<file path="config.mk">
export PLATFORM = sky130hd
export DESIGN_NAME = edgeirq_ctrl
export DESIGN_NICKNAME = d
export VERILOG_FILES = /design/src/rtl/edgeirq_pkg.sv /design/src/rtl/edgeirq_sync.sv /design/src/rtl/edgeirq_detect.sv /design/src/rtl/edgeirq_flags.sv /design/src/rtl/edgeirq_ctrl.sv
export SDC_FILE = /design/constraint.sdc
export NUM_CORES = 1
export LEC_CHECK = 0
export BUFFER_PORTS_ARGS = -buffer_cell sky130_fd_sc_hd__buf_2
export CAP_MARGIN = 20
export CORE_MARGIN = 2
export CORE_UTILIZATION = 25
export DETAILED_ROUTE_END_ITERATION = 8
export PLACE_DENSITY_LB_ADDON = 0.08
export SLEW_MARGIN = 40
export SYNTH_ARGS = -nofsm -noshare
export SYNTH_HDL_FRONTEND = slang
export SYNTH_SLANG_ARGS = --single-unit
</file>
<file path="constraint.sdc">
create_clock -name clk -period 1.2 [get_ports clk]
set_clock_uncertainty 0.05 [all_clocks]
set_input_delay 0.12 -clock clk [delete_from_list [all_inputs] [get_ports clk]]
set_output_delay 0.12 -clock clk [all_outputs]
set_load 0.02 [all_outputs]
</file>
<file path="src/rtl/edgeirq_pkg.sv">
package edgeirq_pkg;
    localparam int SRC_COUNT = 12;

    typedef enum logic [1:0] {
        SEL_FLAGS = 2'd0,
        SEL_IRQEN = 2'd1,
        SEL_SRCEN = 2'd2
    } reg_sel_e;

    typedef enum logic {
        ARM_FILL = 1'b0,
        ARM_LIVE = 1'b1
    } arm_state_e;
endpackage

</file>
<file path="src/rtl/edgeirq_sync.sv">
module edgeirq_sync #(
    parameter int W      = 12,
    parameter int STAGES = 2
) (
    input  logic         clk,
    input  logic         rst_n,
    input  logic [W-1:0] d_i,
    output logic [W-1:0] q_o
);
    logic [W-1:0] stg_q [STAGES];

    always_ff @(posedge clk or negedge rst_n) begin
        if (!rst_n) begin
            for (int i = 0; i < STAGES; i++) stg_q[i] <= '0;
        end else begin
            stg_q[0] <= d_i;
            for (int i = 1; i < STAGES; i++) stg_q[i] <= stg_q[i-1];
        end
    end

    assign q_o = stg_q[STAGES-1];
endmodule

</file>
<file path="src/rtl/edgeirq_detect.sv">
module edgeirq_detect
    import edgeirq_pkg::*;
#(
    parameter int           W           = 12,
    parameter logic [W-1:0] RISE_MASK   = 12'h07F,
    parameter int           FILL_CYCLES = 3
) (
    input  logic         clk,
    input  logic         rst_n,
    input  logic [W-1:0] smp_i,
    input  logic [W-1:0] src_en_i,
    output logic [W-1:0] edge_o
);
    localparam int CW = $clog2(FILL_CYCLES) + 1;

    arm_state_e   state_q, state_d;
    logic [CW-1:0] cnt_q, cnt_d;
    logic [W-1:0]  prev_q;
    logic [W-1:0]  hit;

    // State register
    always_ff @(posedge clk or negedge rst_n) begin
        if (!rst_n) begin
            state_q <= ARM_FILL;
            cnt_q   <= '0;
            prev_q  <= '0;
        end else begin
            state_q <= state_d;
            cnt_q   <= cnt_d;
            prev_q  <= smp_i;
        end
    end

    // Next state: FILL_DONE moves ARM_FILL to ARM_LIVE
    always_comb begin
        state_d = state_q;
        cnt_d   = cnt_q;
        unique case (state_q)
            ARM_FILL: begin
                if (cnt_q == CW'(FILL_CYCLES - 1)) state_d = ARM_LIVE;
                else                               cnt_d   = cnt_q + 1'b1;
            end
            ARM_LIVE: begin
                state_d = ARM_LIVE;
            end
        endcase
    end

    // Per-source polarity chosen at elaboration
    for (genvar g = 0; g < W; g++) begin : g_src
        if (RISE_MASK[g]) begin : g_rise
            assign hit[g] = smp_i[g] & ~prev_q[g];
        end else begin : g_fall
            assign hit[g] = ~smp_i[g] & prev_q[g];
        end
    end

    // Outputs
    always_comb begin
        unique case (state_q)
            ARM_FILL: edge_o = '0;
            ARM_LIVE: edge_o = hit & src_en_i;
        endcase
    end

    // once armed, the detector never falls back to filling
    a_r11_stay_live: assert property (@(posedge clk) disable iff (!rst_n)
        (state_q == ARM_LIVE) |=> (state_q == ARM_LIVE));

    // one pin change yields a single-cycle pulse
    a_r7_one_shot: assert property (@(posedge clk) disable iff (!rst_n)
        1'b1 |=> ((edge_o & $past(edge_o)) == '0));
endmodule

</file>
<file path="src/rtl/edgeirq_flags.sv">
module edgeirq_flags #(
    parameter int W = 12
) (
    input  logic         clk,
    input  logic         rst_n,
    input  logic [W-1:0] set_i,
    input  logic [W-1:0] clr_i,
    output logic [W-1:0] flag_o
);
    logic [W-1:0] flag_q;

    always_ff @(posedge clk or negedge rst_n) begin
        if (!rst_n) flag_q <= '0;
        else        flag_q <= (flag_q & ~clr_i) | set_i;
    end

    assign flag_o = flag_q;

    // a set in the cycle of a clear still leaves the flag set
    a_r9_set_wins: assert property (@(posedge clk) disable iff (!rst_n)
        1'b1 |=> ((flag_q & $past(set_i)) == $past(set_i)));

    // a cleared flag with no competing set reads zero next cycle
    a_r8_clear: assert property (@(posedge clk) disable iff (!rst_n)
        1'b1 |=> ((flag_q & $past(clr_i & ~set_i)) == '0));

    // a flag never drops without a clear
    a_r10_hold: assert property (@(posedge clk) disable iff (!rst_n)
        1'b1 |=> (($past(flag_q) & ~$past(clr_i) & ~flag_q) == '0));
endmodule

</file>
<file path="src/rtl/edgeirq_ctrl.sv">
module edgeirq_ctrl
    import edgeirq_pkg::*;
#(
    parameter int                 N_SRC       = SRC_COUNT,
    parameter logic [N_SRC-1:0]   RISE_MASK   = 12'h07F,
    parameter int                 SYNC_STAGES = 2
) (
    input  logic             clk,
    input  logic             rst_n,
    input  logic [N_SRC-1:0] pin_i,
    input  logic             gdis_i,
    input  logic             reg_wr_i,
    input  logic [1:0]       reg_addr_i,
    input  logic [N_SRC-1:0] reg_wdata_i,
    output logic [N_SRC-1:0] reg_rdata_o,
    output logic             irq_o
);
    localparam int FILL_CYCLES = SYNC_STAGES + 1;

    logic [N_SRC-1:0] smp, edges, flags, clr;
    logic [N_SRC-1:0] irq_en_q, src_en_q;

    edgeirq_sync #(.W(N_SRC), .STAGES(SYNC_STAGES)) sync_i (
        .clk(clk), .rst_n(rst_n), .d_i(pin_i), .q_o(smp)
    );

    edgeirq_detect #(.W(N_SRC), .RISE_MASK(RISE_MASK), .FILL_CYCLES(FILL_CYCLES)) det_i (
        .clk(clk), .rst_n(rst_n), .smp_i(smp), .src_en_i(src_en_q), .edge_o(edges)
    );

    assign clr = (reg_wr_i && reg_addr_i == SEL_FLAGS) ? reg_wdata_i : '0;

    edgeirq_flags #(.W(N_SRC)) flg_i (
        .clk(clk), .rst_n(rst_n), .set_i(edges), .clr_i(clr), .flag_o(flags)
    );

    always_ff @(posedge clk or negedge rst_n) begin
        if (!rst_n) begin
            irq_en_q <= '0;
            src_en_q <= '0;
        end else if (reg_wr_i) begin
            if (reg_addr_i == SEL_IRQEN) irq_en_q <= reg_wdata_i;
            if (reg_addr_i == SEL_SRCEN) src_en_q <= reg_wdata_i;
        end
    end

    always_comb begin
        case (reg_addr_i)
            SEL_FLAGS: reg_rdata_o = flags;
            SEL_IRQEN: reg_rdata_o = irq_en_q;
            SEL_SRCEN: reg_rdata_o = src_en_q;
            default:   reg_rdata_o = '0;
        endcase
    end

    assign irq_o = (|(flags & irq_en_q)) & ~gdis_i;

    // a source disabled in the previous cycle cannot raise its flag
    a_r4_no_set_disabled: assert property (@(posedge clk) disable iff (!rst_n)
        1'b1 |=> ((flags & ~$past(flags) & ~$past(src_en_q)) == '0));
endmodule

</file>
# ---- Word-level counts from Yosys, hierarchy flattened
# Index checks and enable logic that the tools add are counted.
dict set report word_totals {
  register_bits 76
  latch_bits 0
  mem_bits_rw 0
  mem_bits_ro 0
  inputBits 30
  output_inout_bits 13
  wordCells 56
  memories 0
}
dict set report classes {
  addsub 1
  multipliers 0
  n_div 0
  order_cmp 0
  eq_ne 3
  shifts 0
  n_mux 5
  bitwise_logic 33
  reduce_logical 6
}
# cell count
set ops {}
lappend ops {{12-bit bitwise AND} 3}
lappend ops {{12-bit one-hot mux with 3 select lines} 1}
lappend ops {{12-bit one-hot mux with 2 select lines} 1}
lappend ops {{1-bit inverter} 15}
lappend ops {{1-bit bitwise AND} 13}
lappend ops {{12-bit 2-to-1 mux} 1}
lappend ops {{12-bit inverter} 1}
lappend ops {{12-bit bitwise OR} 1}
lappend ops {{12-bit OR reduction} 1}
lappend ops {{2-bit AND reduction} 3}
lappend ops {{3-bit by 1-bit adder with 3-bit output (second input constant)} 1}
lappend ops {{3-bit by 2-bit == test with 1-bit output (second input constant)} 1}
lappend ops {{2-bit by 1-bit == test with 1-bit output (second input constant)} 1}
lappend ops {{2-bit == test (second input constant)} 1}
lappend ops {{2-bit zero test} 1}
lappend ops {{1-bit one-hot mux with 2 select lines} 1}
lappend ops {{1-bit logical AND} 1}
lappend ops {{1-bit 2-to-1 mux} 1}

# ---- Depth between registers and ports, before layout
# Gate-level depths: netlist of run 1.
dict set report logic_depth {
  depth_word 6
  ltp_mapped 5
  depth_no_buf 4
}

# ---- Modules after synthesis
# From an unflattened synthesis of run 1, not the netlist that was laid out.
dict set report hier_totals {
  cells_unflattened 228
  area_unflattened_um2 3089.2
}
# module instances cells_per_inst area_per_inst_um2
set by_module_without_submodules {}
lappend by_module_without_submodules {edgeirq_ctrl 1 114 1342.5}
lappend by_module_without_submodules {edgeirq_sync 1 36 690.7}
lappend by_module_without_submodules {edgeirq_detect 1 42 620.6}
lappend by_module_without_submodules {edgeirq_flags 1 36 435.4}

# ---- Worst setup path after synthesis of run 1
# Ideal clock, no wire load.
dict set report synth_path {
  path_kind {input to output}
  startpoint {input port reg_addr_i[0]}
  endpoint {output port reg_rdata_o[0]}
  arrival_ns 1.153
  t_required_ns 1.030
  slack_ns -0.123
  stages 4
  n_path_buf 2
  path_cell_list {buf_2 -> buf_2 -> mux2i_1 -> o21ai_0}
}
dict set report synth_via {
  elab_chain_len 2
}
# item line
set synth_lines {}
lappend synth_lines {{from (decl)} edgeirq_ctrl.sv:13} ;# input logic [1:0] reg_addr_i,
lappend synth_lines {{2-bit == test, or another cell as far along} edgeirq_ctrl.sv:48} ;# case (reg_addr_i)
lappend synth_lines {{12-bit one-hot mux with 3 select lines *} edgeirq_ctrl.sv:48}
lappend synth_lines {{to (decl)} edgeirq_ctrl.sv:15} ;# output logic [N_SRC-1:0] reg_rdata_o,
# Mark *: on every way between the ends. The rest lies on a longest branch, timed or not.

# ---- Final worst setup path of run 1
dict set report layout_path {
  startpoint {register flg_i.flag_q[5], in the netlist flg_i.flag_o[5]}
  endpoint {output port irq_o}
}
dict set report layout_via {
  elab_chain_len 3
}
# item line
set layout_lines {}
lappend layout_lines {{from (decl)} edgeirq_flags.sv:10} ;# logic [W-1:0] flag_q;
lappend layout_lines {{from (signal assigned)} edgeirq_flags.sv:14} ;# else flag_q <= (flag_q & ~clr_i) | set_i;
lappend layout_lines {{12-bit bitwise AND} edgeirq_ctrl.sv:56} ;# assign irq_o = (|(flags & irq_en_q)) & ~gdis_i;
lappend layout_lines {{12-bit OR reduction} edgeirq_ctrl.sv:56}
lappend layout_lines {{1-bit bitwise AND} edgeirq_ctrl.sv:56}
lappend layout_lines {{to (decl)} edgeirq_ctrl.sv:16} ;# output logic irq_o
# No other way between the ends.

==> flow_summary_export.csv, run 1 <==
group,metric,value,unit
timing,drv_slew,0,
pwr,clkPwrFrac,0.380,
pwr,p_comb_frac,0.179,
pwr,peakVddDrop,0.000914,V
worst_setup_path,critPathMaxFanout,2,
layout,final_cell_mix,"76 x dfrtp_1, 40 x buf_4, 36 x buf_2",
cts,clk_pin_slew,0.06,ns
cts,numCtsBuffers,9,
synthesis,synth_warnings,0,
worst_setup_path,required,1.03,ns
layout,n_antenna_cell,0,
run,maxCapViolations,0,
floorplanning,io_pins,43,
route,wl,6820,um
route,drt-met1-wl,3080,um
floorplanning,die_area,12300,um^2
floorplanning,chipWidth,111,um
synthesis,synth_area_leaders,"dfrtp_1 66%, mux2_2 5.5%, mux2i_1 4.5%",
synthesis,yosysTopAreaCellShare,0.665,
place,io_buffer_count,42,
status,violations,"setup timing",
worst_setup_path,slowest_delay,0.37,ns
worst_setup_path,cp-end-kind,"output pin",
global_route,grt_max_degree,35,
place,hpwl,4740,um
synthesis,synthesis.nets,235,
global_route,track_usage,0.121,
route,drc,0,
pwr,p_int,0.00530,W
layout,mostFrequentLayoutCell,"dfrtp_1",
route,wl_met2,3360,um
timing,tightest_slew,0.264,ns
worst_setup_path,crit_slowest_cell,"dfrtp_1",
route,drtAntennaViolNets,0,
worst_setup_path,cp_cell_sequence,"a22o_1 > a221oi_2 > a31oi_1 > buf_2",
layout,drive_gt1_frac,0.386,
timing,max_freq,594,MHz
route,top_layer,"met4",
cts,cts.sinks,76,
timing,holdWs,0.0272,ns
pwr,netSwitchingFraction,0.245,
synthesis,syn_inst,203,
layout,fin_nets,346,
worst_setup_path,path_class,"reg2out",
synthesis,netlist_area,2860,um^2
synthesis,yosys_register_bits,76,
synthesis,synthDominantAreaCellType,"dfrtp_1",
cts,clk_latency,0.34,ns
place,placed_area,3540,um^2
route,post_drt_wl_per_cell,14.8,um
floorplanning,core,11300,um^2
synthesis,avgSynthCellArea,14.1,um^2
timing,finalWorstSetupSlack,-0.483,ns
worst_hold_path,min_path_type,"in2reg",
timing,hold_viol_final,0,
global_route,antenna_found_initial,0,
floorplanning,num_rows,39,
layout,area_growth,45.8,%
route,num_vias,1967,
cts,cts_tree,"built",
layout,stdcell_area,4170,um^2
status,status,"finished with violations",
place,routabilityCongestion,0.736,
cts,clockBufferDepth,2,
timing,finalSetupViolCount,13,
route,vias_per_cell,4.26,
floorplanning,chipHeight,111,um
timing,post-route-period-util,1.40,
cts,cts-htree-levels,3,
pwr,pwr-share-seq,0.441,
pwr,p_leak,1.86,nW
timing,relSlewSlack,0.824,
timing,finalWorstPathRequiredPeriod,1.68,ns
global_route,grt_pass1_wl,11100,um
worst_setup_path,cp.arrival,1.51,ns
global_route,first_global_vias,2082,
route,wl_met3,330,um
floorplanning,initial_core_util,0.254,
global_route,grt-ovfl-total,0,
route,first_pass_iters,4,
route,drtIter0Drc,60,
worst_setup_path,setup.worst_path.start_class,"register",
cts,cts-root-buf,"clkbuf_16",
synthesis,yosysSeqAreaShare,0.665,
synthesis,ys_types,22,
pwr,switchingPower,0.00172,W
timing,grt_setup_unrepaired,"true",
pwr,powerDensity,1680,nW/um^2
## power by group through the flow
stage	sequential (W)	combinational, W	clock, W
final	0.00309	0.00125	0.00267
after global routing	0.00314	0.00138	0.00289
after CTS	0.00309	0.00123	0.00278
after detailed placement	0.00312	0.00113	0
after global placement	0.00311	0.00115	0
after floorplan	0.00308	0.000558	0
## stage by stage
step / TNS (ns) / total power, W / cells / util / worst slack, ns
floorplan: 0 / 0.00364 / 203 / - / 0.0156
global placement: -0.579 / 0.00426 / 421 / 0.314 / -0.231
detailed placement: -0.659 / 0.00426 / 421 / 0.314 / -0.236
CTS: -3.14 / 0.00710 / 462 / 0.365 / -0.510
global route: -3.73 / 0.00741 / 462 / 0.370 / -0.561
finish: -2.81 / 0.00702 / 462 / 0.370 / -0.483
## kinds of logic after synthesis
family,share of synthesized area
flip-flops,0.665
AND/OR/NAND/NOR,0.0709
multiplexers,0.140
AO/OA/AOI/OAI,0.0879
buffers and inverters,0.0214
XOR/XNOR,0.00613
adder cells (fa/ha/maj),0.00875
## worst max-delay path: cells and delay by family (launching register included)
kind                   cells  cell delay [ns]
AOI/OAI and AO/OA          3             0.62
DFF                        1             0.37
buffers and inverters      1             0.18
## routing by layer
metal / up-vias / track usage
li1: 944 / -
met1: 978 / 0.149
met2: 41 / 0.191
met3: 4 / 0.0492
met4: 0 / 0.0450
met5: - / 0
## timing repair
item,4_1_cts,5_1_grt
resized for setup,8,15
endpoints found under the setup margin,14,16
endpoints found under the hold margin,107,0
pin swaps,1,7
buffers inserted,1,2
hold buffers,24,0
## synthesized netlist by cell type (all sizes together)
master	instances
a211oi	1
a21oi	1
a221oi	3
a22o	3
a31oi	1
a32o	12
buf	5
clkbuf	3
dfrtp	76
ha	2
inv	5
mux2	24
mux2i	13
nand2	25
nand3b	1
nor2b	13
nor3b	1
o21ai	12
xnor2	2
## area by class of cell
class | count | area [um^2]
Clock buffer | 16 | 302
Inverter | 5 | 18.8
Multi-Input combinational cell | 114 | 942
Sequential cell | 76 | 1900
Timing Repair Buffer | 108 | 828
Fill cell | 1113 | 7100
Tap cell | 143 | 179
## final timing paths
| kind | startpoint | end | slack [ns] | cells after the start |
|---|---|---|---|---|
| max in group asynchronous | rst_n | sync_i.stg_q[22] | 0.48 | 3 |
| setup / recovery | flg_i.flag_o[5] | irq_o | -0.48 | 4 |
| setup reg to reg | det_i.cnt_q[1] | det_i.cnt_q[2] | 0.07 | 5 |
| min in group asynchronous | rst_n | sync_i.q_o[8] | 0.15 | 2 |
| hold reg to reg | sync_i.stg_q[14] | sync_i.q_o[2] | 0.30 | 0 |
| hold / removal | reg_wdata_i[0] | src_en_q[0] | 0.03 | 2 |
## state kept, by name (all words and copies together) (netlist names)
name / flops
sync_i.q_o: 12
det_i.prev_q: 12
sync_i.stg_q: 12
src_en_q: 12
det_i.cnt_q: 3
det_i.state_q: 1
irq_en_q: 12
flg_i.flag_o: 12
(Power assumes the default switching activity.)
==> run 2: changes to the inputs <==
--- a/config.mk
+++ b/config.mk
@@ -10,7 +10,7 @@
 export CORE_MARGIN = 2
 export CORE_UTILIZATION = 25
 export DETAILED_ROUTE_END_ITERATION = 8
-export PLACE_DENSITY_LB_ADDON = 0.08
+export SETUP_SLACK_MARGIN = 0.15
 export SLEW_MARGIN = 40
 export SYNTH_ARGS = -nofsm -noshare
 export SYNTH_HDL_FRONTEND = slang
==> run 2 against run 1 <==
The flow still finishes with violations (setup timing). Clock-buffer cell count is 4 lower. Register-to-register slack about the same. Core utilization rose by 1.2 points. Setup slack better by 0.025 ns. Clock power rose by 17%. Hold slack worse by 0.010 ns. Flip-flop and latch count unchanged. Combinational power grew 16%. Non-clock buffer count shrank 14. First-iteration DRC count is 43% higher. Largest cell class unchanged.
==> flow_summary_export.csv, run 2 (synthesis results as in run 1) <==
group,metric,value,unit
timing,finalWorstSetupSlack,-0.458,ns
pwr,finalPower,0.00768,W
worst_setup_path,path_class,"reg2out",
layout,multi_input_area,1080,um^2
cts,numCtsBuffers,9,
floorplanning,num_rows,39,
timing,post-route-period-util,1.38,
worst_setup_path,critPathMaxFanout,2,
pwr,pwr-share-seq,0.405,
cts,cts-root-buf,"clkbuf_16",
route,num_vias,1886,
timing,max_freq,603,MHz
pwr,peakVddDrop,0.000703,V
layout,mostFrequentLayoutCell,"dfrtp_1",
route,wl,6410,um
pwr,clkPwrFrac,0.406,
layout,fin_nets,332,
worst_setup_path,cp_cell_sequence,"a22o_1 > a221oi_2 > a31oi_2 > buf_4",
layout,area_growth,50.6,%
global_route,grt_pass1_wl,10700,um
worst_hold_path,min_path_type,"in2reg",
route,drtAntennaViolNets,0,
timing,drv_slew,0,
status,violations,"setup timing",
route,drc,0,
worst_setup_path,crit_slowest_cell,"dfrtp_1",
layout,final_cell_mix,"76 x dfrtp_1, 31 x buf_2, 26 x buf_4",
route,post_drt_wl_per_cell,14.3,um
timing,finalWorstPathRequiredPeriod,1.66,ns
global_route,grt_max_degree,28,
floorplanning,core,11300,um^2
worst_setup_path,cp.arrival,1.49,ns
floorplanning,initial_core_util,0.254,
cts,cts_tree,"built",
place,io_buffer_count,42,
timing,tightest_slew,0.363,ns
place,routabilityCongestion,0.754,
worst_setup_path,required,1.03,ns
timing,grt_setup_unrepaired,"true",
layout,drive_gt1_frac,0.472,
worst_setup_path,setup.worst_path.start_class,"register",
route,first_pass_iters,4,
floorplanning,io_pins,43,
layout,stdcell_area,4310,um^2
pwr,switchingPower,0.00179,W
cts,cts.sinks,76,
cts,clk_pin_slew,0.05,ns
worst_setup_path,slowest_delay,0.38,ns
global_route,antenna_found_initial,0,
pwr,p_comb_frac,0.189,
layout,fin_cells,448,
place,placed_area,3610,um^2
pwr,p_leak,1.91,nW
global_route,first_global_vias,2026,
floorplanning,chipWidth,111,um
layout,fillers,1051,
pwr,p_int,0.00589,W
place,hpwl,4560,um
cts,clockBufferDepth,2,
worst_setup_path,cp-end-kind,"output pin",
floorplanning,chipHeight,111,um
layout,seqCellArea,1900,um^2
timing,finalSetupViolCount,13,
global_route,track_usage,0.112,
layout,n_antenna_cell,0,
timing,hold_viol_final,0,
pwr,netSwitchingFraction,0.233,
status,status,"finished with violations",
cts,cts-htree-levels,3,
global_route,grt-ovfl-total,0,
run,maxCapViolations,0,
pwr,powerDensity,1780,nW/um^2
floorplanning,die_area,12300,um^2
route,drtIter0Drc,86,
cts,clk_latency,0.33,ns
timing,relSlewSlack,0.758,
timing,tns,-2.70,ns
route,vias_per_cell,4.21,
place,dp_cells,411,
-- run 2: layout make-up --
class | instances | share of cell area
multi-input combinational | 114 | 0.250
tap | 143 | 0.0415
sequential | 76 | 0.441
inverter | 5 | 0.00436
clock buffer | 12 | 0.0595
timing repair buffer | 94 | 0.181
clock inverter | 4 | 0.0221
-- run 2: metal layers --
| metal | up-vias | wire, um | track usage |
|---|---|---|---|
| met5 | - | 0 | 0 |
| met4 | 0 | 60 | 0.0400 |
| met3 | 6 | 262 | 0.0388 |
| met2 | 33 | 2970 | 0.171 |
| met1 | 937 | 3110 | 0.148 |
| li1 | 910 | - | - |
-- run 2: final timing paths --
| kind | slack, ns | startpoint | depth (start not counted) | endpoint |
|---|---|---|---|---|
| setup / recovery | -0.46 | flg_i.flag_o[5] | 4 | irq_o |
| hold / removal | 0.02 | reg_wdata_i[8] | 2 | src_en_q[8] |
| setup reg to reg | 0.08 | det_i.cnt_q[1] | 3 | det_i.cnt_q[1] |
| hold reg to reg | 0.29 | sync_i.stg_q[23] | 0 | sync_i.q_o[11] |
| max in group asynchronous | 0.44 | rst_n | 3 | det_i.prev_q[0] |
| min in group asynchronous | 0.20 | rst_n | 2 | det_i.cnt_q[0] |
-- run 2: per-stage QoR --
step	utilization	setup slack [ns]	hold slack [ns]
5_1_grt	0.382	-0.522	0.00690
3_3_place_gp	0.321	-0.114	0.0121
2_1_floorplan	-	0.0701	-0.226
4_1_cts	0.375	-0.470	0.00168
6_report	0.382	-0.458	0.0168
3_5_place_dp	0.321	-0.116	0.0131
-- run 2: worst max-delay path, delay by kind of cell (launching register included) --
kind,cells,cell delay [ns]
buffers and inverters,1,0.18
DFF,1,0.38
AOI/OAI and AO/OA,3,0.60
-- run 2: power groups by stage --
stage | Sequential, W | Combinational, W | Clock [W]
global route | 0.00316 | 0.00156 | 0.00331
detailed placement | 0.00314 | 0.00121 | 0
finish | 0.00311 | 0.00145 | 0.00312
global placement | 0.00313 | 0.00120 | 0
CTS | 0.00310 | 0.00136 | 0.00321
floorplan | 0.00310 | 0.000686 | 0
-- run 2: timing repair --
| item | in CTS | in global routing |
|---|---|---|
| setup buffers | 2 | 2 |
| pin swaps | 8 | 5 |
| resized for setup | 21 | 17 |
| setup endpoints to repair | 16 | 17 |
| hold endpoints to repair | 95 | 0 |
| hold buffers | 17 | 0 |
==> run 3: changes to the inputs <==
--- a/config.mk
+++ b/config.mk
@@ -5,11 +5,11 @@
 export SDC_FILE = /design/constraint.sdc
 export NUM_CORES = 1
 export LEC_CHECK = 0
-export BUFFER_PORTS_ARGS = -buffer_cell sky130_fd_sc_hd__buf_2
 export CAP_MARGIN = 20
 export CORE_MARGIN = 2
 export CORE_UTILIZATION = 25
 export DETAILED_ROUTE_END_ITERATION = 8
+export DONT_BUFFER_PORTS = 1
 export SETUP_SLACK_MARGIN = 0.15
 export SLEW_MARGIN = 40
 export SYNTH_ARGS = -nofsm -noshare
==> run 3 against run 2 <==
The flow finishes with violations (hold timing, setup timing). First-iteration DRC count down 13%. Flip-flop and latch count unchanged. Clock-buffer cell count up 1. Power down 12%. Die area unchanged. Fmax up 4.8%. Core utilization down 2.9 points. Setup slack better by 0.076 ns. Routed wire length down 2.6%. Hold slack worse by 0.58 ns. Final area down 7.6%. Sequential power about the same. Critical path type unchanged. Largest cell class unchanged. Highest routed layer unchanged.
==> flow_summary_export.csv, run 3 (synthesis results as in run 1) <==
group,metric,value,unit
pwr,powerDensity,1690,nW/um^2
route,drtAntennaViolNets,0,
global_route,grt_pass1_wl,10400,um
cts,clk_latency,0.33,ns
timing,drv_slew,0,
global_route,antenna_found_initial,0,
place,placed_area,3290,um^2
worst_setup_path,required,1.03,ns
route,drc,0,
global_route,first_global_vias,1947,
status,violations,"hold timing, setup timing",
floorplanning,num_rows,39,
route,drtIter0Drc,75,
cts,clk_pin_slew,0.05,ns
global_route,grt.busiest_layer,"met2",
timing,hold_viol_final,76,
cts,cts_tree,"built",
global_route,grt_util_met2,0.167,
place,dp_cells,358,
global_route,gr-usage-met1,0.139,
worst_setup_path,rr_endpoint,"det_i.cnt_q[1]",
layout,fin_cells,402,
route,vias_per_cell,4.42,
layout,mostFrequentLayoutCell,"dfrtp_1",
run,maxCapViolations,0,
floorplanning,chipWidth,111,um
route,post_drt_wl_per_cell,15.5,um
layout,n_antenna_cell,0,
global_route,grt-ovfl-total,0,
global_route,track_usage,0.108,
worst_setup_path,critPathMaxFanout,3,
timing,max_freq,632,MHz
layout,area_growth,39.2,%
timing,post-route-period-util,1.32,
pwr,finalPower,0.00674,W
worst_setup_path,cp.arrival,1.41,ns
layout,drive_gt1_frac,0.363,
worst_hold_path,min_path_type,"in2async",
timing,finalWorstSetupSlack,-0.382,ns
cts,cts-root-buf,"clkbuf_16",
timing,relSlewSlack,0.783,
worst_setup_path,path_class,"reg2out",
layout,final_cell_mix,"75 x dfrtp_1, 24 x nand2_1, 24 x dlygate4sd3_1",
place,io_buffer_count,0,
layout,fin_nets,287,
layout,stdcell_area,3980,um^2
place,routabilityCongestion,0.701,
worst_setup_path,reg2reg_setup_slack,0.06,ns
global_route,grt_use_met3,0.0448,
timing,grt_setup_unrepaired,"true",
timing,tightest_slew,0.325,ns
route,wl,6240,um
timing,finalSetupViolCount,13,
route,first_pass_iters,4,
worst_setup_path,cp-startpoint,"irq_en_q[3]",
layout,postLayoutCoreUtil,0.353,
global_route,grt_max_degree,77,
timing,finalWorstPathRequiredPeriod,1.58,ns
worst_setup_path,reg2reg_from,"det_i.cnt_q[1]",
place,hpwl,4020,um
cts,numCtsBuffers,9,
pwr,peakVddDrop,0.000730,V
floorplanning,io_pins,43,
pwr,p_leak,1.67,nW
timing,tns,-1.49,ns
worst_setup_path,cp-end-kind,"output pin",
worst_setup_path,rr_worst_depth,3,
route,num_vias,1778,
cts,ctsHoldBuffers,24,
cts,clockBufferDepth,2,
cts,cts.sinks,76,
cts,cts-htree-levels,3,
status,status,"finished with violations",
worst_setup_path,setup.worst_path.start_class,"register",
floorplanning,initial_core_util,0.254,
floorplanning,die_area,12300,um^2
floorplanning,core,11300,um^2
floorplanning,chipHeight,111,um
timing,holdWs,-0.564,ns
[run 3: where the power goes]
part | internal (W) | switching, W | total [W]
clock network | 0.00149 | 0.000951 | 0.00245
registers | 0.00289 | 0.000236 | 0.00312
logic | 0.000702 | 0.000467 | 0.00117
[run 3: how the worst max path moves through the flow]
stage | to | slack, ns
final | irq_o | -0.38
after global placement | irq_o | -0.02
after global routing | irq_o | -0.44
after floorplan | irq_o | 0.07
after CTS | irq_o | -0.39
after detailed placement | irq_o | -0.04
[run 3: stage by stage]
step / setup slack [ns] / hold slack [ns]
global placement: -0.0221 / -0.223
floorplan: 0.0701 / -0.226
global route: -0.438 / -0.584
detailed placement: -0.0361 / -0.223
finish: -0.382 / -0.564
CTS: -0.390 / -0.579
[run 3: area by class of cell]
cell class	instances	area (um^2)
multi-input cells	114	1120
clock inverters	2	10.0
well taps	143	179
flip-flops and latches	76	1900
clock buffers	13	260
fillers	1059	7290
repair buffers	49	494
inverters	5	18.8
[run 3: worst max-delay path, stage by stage, from the launching register on]
cell and delay [ns]:
dfrtp_1 0.42, a22o_1 0.21, a221oi_2 0.25, a31oi_4 0.20
[run 3: repair_timing]
action / in CTS / in global routing
resized for setup: 16 / 15
pin swaps: 8 / 8
hold endpoints to repair: 124 / 76
endpoints found under the setup margin: 16 / 17
buffers inserted: 2 / 3
[run 3: routing by layer]
| layer | routed length (um) | up-vias | part of all wire |
|---|---|---|---|
| li1 | - | 823 | - |
| met1 | 2750 | 896 | 0.44 |
| met2 | 2950 | 46 | 0.47 |
| met3 | 412 | 13 | 0.066 |
| met4 | 121 | 0 | 0.019 |
| met5 | 0 | - | 0 |
